==> src/rtl/tone_pkg.sv <==
package tone_pkg;
  localparam int LVL_W     = 4;
  localparam int NUM_LVL   = 1 << LVL_W;
  localparam int LUT_W     = 6;
  localparam int QTR_W     = LUT_W - 2;
  localparam int AMP_W     = 16;
  localparam int GAIN_W    = 16;

  typedef logic [LVL_W-1:0] level_t;

  // First quarter of a 64-point sine, sampled at half-index offsets.
  function automatic logic [AMP_W-2:0] quarter_sine(input logic [QTR_W-1:0] i);
    case (i)
      4'd0:  return 15'd1608;
      4'd1:  return 15'd4808;
      4'd2:  return 15'd7962;
      4'd3:  return 15'd11039;
      4'd4:  return 15'd14010;
      4'd5:  return 15'd16846;
      4'd6:  return 15'd19519;
      4'd7:  return 15'd22005;
      4'd8:  return 15'd24279;
      4'd9:  return 15'd26319;
      4'd10: return 15'd28105;
      4'd11: return 15'd29621;
      4'd12: return 15'd30852;
      4'd13: return 15'd31785;
      4'd14: return 15'd32412;
      default: return 15'd32728;
    endcase
  endfunction

  // Envelope gain per level: 2 dB apart, level 0 is silence.
  function automatic logic [GAIN_W-1:0] level_gain(input level_t k);
    case (k)
      4'd0:  return 16'd0;
      4'd1:  return 16'd2609;
      4'd2:  return 16'd3285;
      4'd3:  return 16'd4135;
      4'd4:  return 16'd5206;
      4'd5:  return 16'd6554;
      4'd6:  return 16'd8250;
      4'd7:  return 16'd10387;
      4'd8:  return 16'd13076;
      4'd9:  return 16'd16462;
      4'd10: return 16'd20724;
      4'd11: return 16'd26090;
      4'd12: return 16'd32845;
      4'd13: return 16'd41350;
      4'd14: return 16'd52057;
      default: return 16'd65535;
    endcase
  endfunction
endpackage

==> src/rtl/tone_phase_accum.sv <==
module tone_phase_accum #(
  parameter int PHASE_W = 16,
  parameter logic [PHASE_W-1:0] INC_LO = 8192,
  parameter logic [PHASE_W-1:0] INC_HI = 10923
) (
  input  logic               clk,
  input  logic               rst,
  input  logic               freq_sel,
  output logic [PHASE_W-1:0] phase_q
);
  logic [PHASE_W-1:0] inc;

  assign inc = freq_sel ? INC_HI : INC_LO;

  always_ff @(posedge clk) begin
    if (rst) phase_q <= '0;
    else     phase_q <= phase_q + inc;
  end

  // phase moves every running cycle, never stalls
  a_r1_phase_moves: assert property (@(posedge clk) disable iff (rst)
    1'b1 |=> !$stable(phase_q));
endmodule

==> src/rtl/tone_sine_rom.sv <==
module tone_sine_rom
  import tone_pkg::*;
(
  input  logic                    clk,
  input  logic                    rst,
  input  logic [LUT_W-1:0]        idx,
  output logic signed [AMP_W-1:0] wave_q
);
  logic [1:0]       quad;
  logic [QTR_W-1:0] off;
  logic [QTR_W-1:0] addr;
  logic [AMP_W-2:0] mag;

  assign quad = idx[LUT_W-1 -: 2];
  assign off  = idx[QTR_W-1:0];
  assign addr = quad[0] ? ~off : off;
  assign mag  = quarter_sine(addr);

  always_ff @(posedge clk) begin
    if (rst)          wave_q <= '0;
    else if (quad[1]) wave_q <= -$signed({1'b0, mag});
    else              wave_q <= $signed({1'b0, mag});
  end
endmodule

==> src/rtl/tone_env_seq.sv <==
module tone_env_seq
  import tone_pkg::*;
#(
  parameter int STEP_CYCLES = 27
) (
  input  logic              clk,
  input  logic              rst,
  input  logic              tone_en,
  output level_t            level_q,
  output logic [GAIN_W-1:0] gain_q
);
  localparam int TICK_W = $clog2(STEP_CYCLES + 1);
  localparam logic [TICK_W-1:0] TICK_LAST = TICK_W'(STEP_CYCLES - 1);
  localparam level_t LVL_MAX = level_t'(NUM_LVL - 1);

  logic [TICK_W-1:0] tick_cnt;
  logic              tick;

  assign tick = (tick_cnt == TICK_LAST);

  always_ff @(posedge clk) begin
    if (rst)       tick_cnt <= '0;
    else if (tick) tick_cnt <= '0;
    else           tick_cnt <= tick_cnt + 1'b1;
  end

  always_ff @(posedge clk) begin
    if (rst) level_q <= '0;
    else if (tick) begin
      if (tone_en && level_q != LVL_MAX)  level_q <= level_q + 1'b1;
      else if (!tone_en && level_q != '0) level_q <= level_q - 1'b1;
    end
  end

  always_ff @(posedge clk) begin
    if (rst) gain_q <= '0;
    else     gain_q <= level_gain(level_q);
  end

  // level only moves on a tick
  a_r3_step_on_tick: assert property (@(posedge clk) disable iff (rst)
    !tick |=> $stable(level_q));
  // enabled tick climbs one level
  a_r3_step_up: assert property (@(posedge clk) disable iff (rst)
    (tick && tone_en && level_q != LVL_MAX) |=> (level_q == $past(level_q) + 1'b1));
  // disabled tick falls one level
  a_r4_step_down: assert property (@(posedge clk) disable iff (rst)
    (tick && !tone_en && level_q != '0) |=> (level_q == $past(level_q) - 1'b1));
endmodule

==> src/rtl/tone_ramp_gen.sv <==
module tone_ramp_gen
  import tone_pkg::*;
#(
  parameter int SAMPLE_HZ = 96000,
  parameter int FREQ_LO   = 12000,
  parameter int FREQ_HI   = 16000,
  parameter int RAMP_US   = 4500,
  parameter int PHASE_W   = 16
) (
  input  logic                    clk,
  input  logic                    rst,
  input  logic                    tone_en,
  input  logic                    freq_sel,
  output logic signed [AMP_W-1:0] sample_q,
  output logic                    busy
);
  localparam longint PH_SPAN = longint'(1) << PHASE_W;
  localparam logic [PHASE_W-1:0] INC_LO =
    PHASE_W'((longint'(FREQ_LO) * PH_SPAN + SAMPLE_HZ / 2) / SAMPLE_HZ);
  localparam logic [PHASE_W-1:0] INC_HI =
    PHASE_W'((longint'(FREQ_HI) * PH_SPAN + SAMPLE_HZ / 2) / SAMPLE_HZ);
  localparam int STEP_CYCLES =
    int'((longint'(SAMPLE_HZ) * RAMP_US) / (longint'(NUM_LVL) * 1000000));
  localparam int PROD_W = AMP_W + GAIN_W + 1;

  logic [PHASE_W-1:0]      phase;
  logic signed [AMP_W-1:0] wave_q;
  level_t                  level;
  logic [GAIN_W-1:0]       gain_q;
  logic signed [PROD_W-1:0] prod;

  tone_phase_accum #(.PHASE_W(PHASE_W), .INC_LO(INC_LO), .INC_HI(INC_HI)) u_phase (
    .clk(clk), .rst(rst), .freq_sel(freq_sel), .phase_q(phase));

  tone_sine_rom u_rom (
    .clk(clk), .rst(rst), .idx(phase[PHASE_W-1 -: LUT_W]), .wave_q(wave_q));

  tone_env_seq #(.STEP_CYCLES(STEP_CYCLES)) u_env (
    .clk(clk), .rst(rst), .tone_en(tone_en), .level_q(level), .gain_q(gain_q));

  assign prod = wave_q * $signed({1'b0, gain_q});

  always_ff @(posedge clk) begin
    if (rst) sample_q <= '0;
    else     sample_q <= prod[GAIN_W +: AMP_W];
  end

  assign busy = (level != '0);

  // level zero yields exact bias two edges later
  a_r4_bias_out: assert property (@(posedge clk) disable iff (rst)
    (level == '0) |=> ##1 (sample_q == '0));
  // in reset the output drops to bias on the next edge
  a_r8_reset_bias: assert property (@(posedge clk)
    rst |=> (sample_q == '0 && !busy));
endmodule

==> config.mk <==
export PLATFORM = sky130hd
export DESIGN_NAME = tone_ramp_gen
export DESIGN_NICKNAME = d
export VERILOG_FILES = /design/src/rtl/tone_pkg.sv /design/src/rtl/tone_phase_accum.sv /design/src/rtl/tone_sine_rom.sv /design/src/rtl/tone_env_seq.sv /design/src/rtl/tone_ramp_gen.sv
export SDC_FILE = /design/constraint.sdc
export NUM_CORES = 1
export LEC_CHECK = 0
export BUFFER_PORTS_ARGS = -buffer_cell sky130_fd_sc_hd__buf_2
export CAP_MARGIN = 5
export CORE_MARGIN = 2
export CORE_UTILIZATION = 40
export DETAILED_ROUTE_END_ITERATION = 8
export GPL_TIMING_DRIVEN = 0
export PLACE_DENSITY = 0.53
export SYNTH_ARGS = -nofsm -noshare
export SYNTH_HDL_FRONTEND = slang
export SYNTH_SLANG_ARGS = --single-unit
export TNS_END_PERCENT = 1
==> constraint.sdc <==
create_clock -name clk -period 10.3 [get_ports clk]
set_clock_uncertainty 0.1 [all_clocks]
set_input_delay 3.09 -clock clk [delete_from_list [all_inputs] [get_ports clk]]
set_output_delay 3.09 -clock clk [all_outputs]
set_load 0.02 [all_outputs]
==> flow_summary_export.csv, run 1 <==
group,metric,value,unit
clock_tree,insertion_delay,0.33,ns
routing,wl,31960,um
layout,final_nets,1743,
grt,antenna_found_initial,1,
clock_tree,clockRootBuffer,"clkbuf_16",
hold_path,min-delay-start,"u_env.tick_cnt[0]",
yosys,synthAdderAreaFrac,46.61,%
clock_tree,cts_tree,"yes",
hold_path,min_path_type,"flop to flop",
timing,fmax,0.1408,GHz
yosys,async_flop_share,0,%
yosys,synth_common_cells,"inv_1, fa_1, nand2_1, ha_1, and2_1",
worst_setup_path,cp_max_fo,10,
worst_setup_path,r2r_cells,19,
placed_design,hpwl,25990,um
yosys,synth_xor_area_share,4.134,%
yosys,yosysSeqAreaShare,12.07,%
grt,grt_max_degree,13,
worst_setup_path,r2r-start,"u_rom.wave_q[8]",
yosys,ys_warn_count,0,
worst_setup_path,worstPathArrival,7.21,ns
yosys,synth_top_area_cell,"fa_1",
routing,route.detailed.drc,0,
routing,via_per_inst,5.088,
yosys,yosys.area_share.simple,17.70,%
clock_tree,cts_buffers,9,
placed_design,port-buffer-count,20,
floorplan,start_util,40.74,%
power,p_leak,6.476,nW
worst_setup_path,crit_start,"u_rom.wave_q[8]",
layout,nFillCells,3030,
clock_tree,cts.repair.resized,0,
worst_setup_path,cp-end-kind,"flop",
power,ir_worst_vdd,0.00008880,V
yosys,syn_avg_cell_area,8.810,sq um
timing,rsz0062_at_grt,"no",
power,power.density,76.97,nW/um^2
yosys,synthCells,1374,
hold_path,whs_endpoint,"u_env.tick_cnt[0]",
timing,slew_violations,0,
timing,period_needed,7.102,ns
grt,grt_overflow,0,
grt,grt_pass1_wl,52150,um
worst_setup_path,worst_r2r_endpoint,"sample_q[12]",
layout,drive_gt1_share,4.468,%
yosys,syn_area,12110,sq um
clock_tree,cts.sinks,73,
yosys,synth.area.top_cells,"fa_1, ha_1, dfxtp_1",
power,total_power,1.002,mW
routing,first_pass_iters,5,
yosys,synth_top_family_by_area,"adder cells",
floorplan,die_y,178.0,um
routing,drt_iter0_drc,430,
status,status,"complete, no violations",
yosys,muxShareOfSynthArea,1.116,%
yosys,synth_top_area_share,32.25,%
grt,grt_pass1_vias,9522,
floorplan,dieArea,31670,sq um
clock_tree,cts_hold_buf,0,
yosys,synth.distinct_cells,65,
routing,vias,9158,
worst_setup_path,setup.worst_path.start_class,"flop",
timing,post-route-period-util,68.95,%
floorplan,row_count,63,
hold_path,min_path_cells,1,
clock_tree,post_cts_buffers,0,
grt,grt_usage,21.48,%
timing,fin_tns_setup,0,ns
run,cap_violations,0,
layout,diodes,0,
yosys,ys_ff_latch,73,
yosys,synthFlopType,"dfxtp_1",
yosys,synth_compound_area_share,8.724,%
placed_design,gp_congestion,0.8769,
floorplan,io_pins,21,
yosys,synth_nets,1712,
layout,syn_to_final_growth,7.586,%
timing,hold_viol_final,0,
worst_setup_path,crit_required,10.41,ns
worst_setup_path,path_class,"flop to flop",
timing,max_slew.worst_pin.slew,0.8943,ns
yosys,yosysMostFrequentCell,"inv_1",
timing,report.final.setup_viol,0,
clock_tree,clk_pin_slew,0.06,ns
floorplan,dieWidth,178.0,um
clock_tree,clock_path_buffers,2,
yosys,synth-edff-count,0,
routing,ant_nets,0,
routing,wl_per_cell,17.75,um
clock_tree,h-tree-depth,3,
timing,maxSlewHeadroom,40.38,%
worst_setup_path,regToRegSetupSlack,3.20,ns
floorplan,core_area,29720,sq um
registers in the layout, indices dropped and copies added (netlist names):
| name | count |
|---|---|
| sample_q | 16 |
| u_env.tick_cnt | 5 |
| u_rom.wave_q | 16 |
| u_phase.phase_q | 16 |
| u_env.level_q | 4 |
| u_env.gain_q | 16 |
layout by cell type, fill, tap and decap left out, types with 14 or more instances in the layout:
cell type	instances
buf_2	23
dfxtp_1	73
clkbuf_1	46
nand2b_1	15
a211oi_1	14
nor2b_1	14
and2_1	118
fa_1	195
a21oi_1	43
ha_1	139
o21ai_0	21
inv_1	247
nor2_1	89
nand2_1	162
xor2_1	17
xnor2_1	30
how the worst max path moves through the flow:
stage | endpoint | slack, ns | cells after the start
detailed placement | sample_q[12] | 3.28 | 19
floorplan | sample_q[12] | 4.45 | 19
global placement | sample_q[12] | 3.35 | 19
finish | sample_q[12] | 3.20 | 19
CTS | sample_q[12] | 3.25 | 19
global route | sample_q[7] | 2.91 | 19
final cells by class:
| type | count | area [sq um] | area share, % |
|---|---|---|---|
| Inverter | 251 | 942.2 | 7.234 |
| Clock inverter | 5 | 77.57 | 0.5956 |
| Timing Repair Buffer | 20 | 100.1 | 0.7686 |
| Multi-Input combinational cell | 994 | 9477 | 72.76 |
| Clock buffer | 11 | 252.7 | 1.941 |
| Tap cell | 390 | 488.0 | 3.747 |
| Sequential cell | 73 | 1461 | 11.22 |
| Buffer | 56 | 225.2 | 1.729 |
critical path, cell delays in order (launching register included):
cell      delay, ns
dfxtp_1        0.65
clkbuf_1       0.58
nand2_1        0.17
fa_1           0.54
inv_1          0.05
fa_1           0.49
fa_1           0.59
fa_1           0.46
fa_1           0.50
inv_1          0.05
fa_1           0.47
inv_1          0.05
ha_1           0.34
nand2_1        0.26
nor2_1         0.13
a221oi_2       0.50
a21oi_1        0.12
a211o_1        0.37
a31oi_1        0.22
mux2_1         0.33
cells by family after synthesis:
family                   count (synthesis)
AO/OA/AOI/OAI                          156
XOR/XNOR                                52
adder cells (fa/ha/maj)                334
buffers and inverters                  307
flip-flops                              73
multiplexers                            10
AND/OR/NAND/NOR                        442
power breakdown:
| part | internal (mW) | switching, mW | total, mW |
|---|---|---|---|
| registers | 0.309 | 0.0565 | 0.366 |
| clock network | 0.224 | 0.118 | 0.342 |
| logic | 0.103 | 0.192 | 0.295 |
| total | 0.636 | 0.366 | 1.00 |
per-stage QoR:
step	hold slack (ns)	std cells	instance area (sq um)	util (%)	worst slack (ns)
after floorplan	0.3297	1374	12110	-	4.450
after global placement	0.3454	1784	12690	42.71	3.346
after detailed placement	0.3545	1784	12690	42.71	3.279
after CTS	0.3679	1800	13020	43.83	3.245
after global routing	0.3858	1800	13020	43.83	2.906
final	0.3625	1800	13020	43.83	3.198
per-layer routing:
layer / up-vias / track usage (%) / part of all wire, %
met5: - / 0 / 0
met4: 0 / 5.430 / 2.7
met3: 44 / 2.785 / 4.4
met2: 207 / 36.26 / 48
met1: 4558 / 29.11 / 45
li1: 4349 / - / -
Note: power is estimated with default switching activity, not from simulation.
==> inputs of run 2 (changes only) <==
--- a/config.mk
+++ b/config.mk
@@ -5,6 +5,7 @@
 export SDC_FILE = /design/constraint.sdc
 export NUM_CORES = 1
 export LEC_CHECK = 0
+export ABC_AREA = 1
 export BUFFER_PORTS_ARGS = -buffer_cell sky130_fd_sc_hd__buf_2
 export CAP_MARGIN = 5
 export CORE_MARGIN = 2
==> constraint.sdc (replaced) <==
create_clock -name clk -period 7.3 [get_ports clk]
set_clock_uncertainty 0.1 [all_clocks]
set_input_delay 2.19 -clock clk [delete_from_list [all_inputs] [get_ports clk]]
set_output_delay 2.19 -clock clk [all_outputs]
set_load 0.02 [all_outputs]
==> flow_summary_export.csv, run 2 <==
group,metric,value,unit
power,p_switching,0.4654,mW
floorplan,row_count,65,
clock_tree,cts.sinks,73,
layout,final_common_cell,"nand2_1",
floorplan,start_util,40.52,%
worst_setup_path,r2r-start,"u_env.gain_q[7]",
timing,slew_violations,0,
worst_setup_path,setup.worst_path.start_class,"flop",
timing,period_needed,6.574,ns
yosys,synthCells,1772,
clock_tree,clockRootBuffer,"clkbuf_16",
worst_setup_path,critPathBufInv,7,
worst_setup_path,cp_max_fo,10,
worst_setup_path,path_class,"flop to flop",
timing,post-route-period-util,90.05,%
placed_design,dpl_cell_area,13360,sq um
timing,fmax,0.1521,GHz
floorplan,dieWidth,182.6,um
worst_setup_path,r2r_cells,23,
layout,syn_to_final_growth,7.132,%
worst_setup_path,worst_r2r_endpoint,"sample_q[11]",
timing,hold_viol_final,0,
yosys,synth-edff-count,0,
power,p_leak,7.808,nW
clock_tree,post_cts_buffers,0,
floorplan,die_y,182.6,um
power,pwr-share-comb,28.7,%
placed_design,port-buffer-count,20,
yosys,synth_top_area_cell,"fa_1",
hold_path,min_path_cells,1,
routing,drt_iter0_drc,726,
routing,via_per_inst,4.893,
hold_path,min_path_type,"flop to flop",
routing,vias,10799,
yosys,syn_avg_cell_area,7.197,sq um
timing,max_slew.worst_pin.slew,0.8321,ns
clock_tree,cts.repair.resized,0,
clock_tree,cts_tree,"yes",
power,total_power,1.296,mW
grt,grt_max_degree,12,
power,seqPwrFrac,34.6,%
hold_path,min-delay-start,"u_env.tick_cnt[0]",
clock_tree,clk_pin_slew,0.06,ns
timing,fin_tns_setup,0,ns
yosys,synthFlopType,"dfxtp_1",
timing,whs,0.3573,ns
clock_tree,clock_path_buffers,2,
layout,final_nets,2141,
yosys,ys_ff_latch,73,
worst_setup_path,crit_top_cell,"fa_1",
hold_path,whs_endpoint,"u_env.tick_cnt[0]",
routing,route.detailed.drc,0,
worst_setup_path,critPathTopFamily,"adder cells",
clock_tree,insertion_delay,0.35,ns
run,cap_violations,0,
yosys,ys_warn_count,0,
worst_setup_path,slowest_stage,"clkbuf_1",
yosys,synth_nets,2110,
timing,maxSlewHeadroom,44.53,%
power,power.density,94.82,nW/um^2
floorplan,dieArea,33330,sq um
clock_tree,cts_buffers,9,
status,status,"complete, no violations",
layout,final_area,13660,sq um
power,intPower,0.8301,mW
worst_setup_path,regToRegSetupSlack,0.73,ns
yosys,synth.distinct_cells,40,
grt,grt_pass1_vias,11263,
layout,layout_common_cells,"nand2_1, inv_1, fa_1, ha_1, nor2_1",
clock_tree,cts_hold_buf,0,
yosys,synth.area.top_cells,"fa_1, ha_1, nand2_1",
routing,wl_per_cell,15.79,um
yosys,yosysSeqAreaShare,11.46,%
power,ir_worst_vdd,0.0001193,V
routing,ant_nets,0,
placed_design,gp_congestion,0.9185,
worst_setup_path,cp-end-kind,"flop",
floorplan,core_area,31470,sq um
worst_setup_path,worstPathArrival,6.72,ns
grt,grt_pass1_wl,58430,um
worst_setup_path,cp_cell_sequence,"clkbuf_1, clkbuf_1, nand2_1, fa_1, inv_1, fa_1, inv_1, fa_1, inv_1, fa_1, fa_1, inv_1, fa_1, inv_1, ha_1, nand2_1, o21ai_0, nand2_1, nand2_1, nand2_1, and2_1, a21oi_1, nor2_1",
placed_design,hpwl,29290,um
yosys,syn_area,12750,sq um
routing,wl,34840,um
worst_setup_path,crit_required,7.44,ns
yosys,synth_top_area_share,30.61,%
clock_tree,h-tree-depth,3,
grt,grt_usage,22.60,%
timing,rsz0062_at_grt,"no",
power,power.share.clock,36.7,%
routing,first_pass_iters,5,
grt,antenna_found_initial,0,
yosys,async_flop_share,0,%
layout,drive_gt1_share,3.823,%
layout,diodes,0,
worst_setup_path,cp_slowest_stage_delay,0.58,ns
yosys,yosysMostFrequentCell,"nand2_1",
timing,report.final.setup_viol,0,
floorplan,io_pins,21,
yosys,synth_common_cells,"nand2_1, inv_1, fa_1, ha_1, nor2_1",
grt,grt_overflow,0,
power,switching_share,35.93,%
run 2: changes by cell type in the layout (fill, tap and decap cells not counted), moves of 15 or more:
cell	change
nand2_1	+289
inv_1	+189
and2_1	-115
nand3_1	+44
nor2_1	+42
o21ai_0	+39
a21oi_1	+33
xnor2_1	-25
clkbuf_1	+15
nand2_2	+15
nand2b_1	-15
run 2: worst reg2reg max path: cells and delay by family (launching register included):
kind,cells,cell delay [ns]
and+or+nand+nor,7,0.76
adders and majority gates,7,3.40
AOI/OAI and AO/OA,2,0.53
buffers and inverters,7,1.39
DFF,1,0.30
run 2: worst max path at each step:
stage                startpoint      endpoint  slack, ns  cells after the start
6_report        u_env.gain_q[7]  sample_q[11]       0.73                     23
5_1_grt        u_env.gain_q[11]  sample_q[10]       0.35                     21
4_1_cts         u_env.gain_q[7]  sample_q[11]       0.77                     23
3_5_place_dp    u_env.gain_q[7]  sample_q[11]       0.78                     23
3_3_place_gp    u_env.gain_q[7]  sample_q[11]       0.78                     23
2_1_floorplan   u_rom.wave_q[7]  sample_q[11]       1.98                     23
run 2: cells by family (layout without fill, tap and decap cells):
kind of cell               after synthesis  in the layout  share of synthesized area, %
DFF                                     73             73                         11.46
xor gates and xnor gates                 9              9                        0.6180
AOI/OAI and AO/OA                      157            157                         6.514
buffers and inverters                  504            537                         14.92
adders and majority gates              334            334                         44.25
and+or+nand+nor                        695            695                         22.24
run 2: layer usage:
layer | vias to the layer above | share of wire (%) | routed length (um) | track usage [%]
li1 | 5291 | - | - | -
met1 | 5204 | 47 | 16250 | 31.28
met2 | 258 | 45 | 15800 | 37.06
met3 | 46 | 5.6 | 1941 | 3.053
met4 | 0 | 2.4 | 843 | 6.323
met5 | - | 0 | 0 | 0
run 2: power by group through the flow:
stage / Sequential, mW / Combinational, mW / Clock, mW
after CTS: 0.449 / 0.370 / 0.491
after detailed placement: 0.457 / 0.367 / 0
final: 0.448 / 0.372 / 0.476
after global placement: 0.457 / 0.366 / 0
after floorplan: 0.453 / 0.250 / 0
after global routing: 0.452 / 0.414 / 0.506
run 2: area by class of cell:
class,count,area [sq um]
buffer,66,259.0
clock buffer,10,239.0
clock inverter,3,67.56
fill,3299,17810
inverter,438,1644
multi-input combinational,1195,9389
sequential,73,1461
tap,402,503.0
timing repair buffer,20,100.1
run 2: through the flow:
step	utilization [%]	worst slack, ns	instances
5_1_grt	43.41	0.3539	2207
3_5_place_dp	42.44	0.7799	2194
6_report	43.41	0.7261	2207
2_1_floorplan	-	1.982	1772
4_1_cts	43.41	0.7665	2207
3_3_place_gp	42.44	0.7776	2194
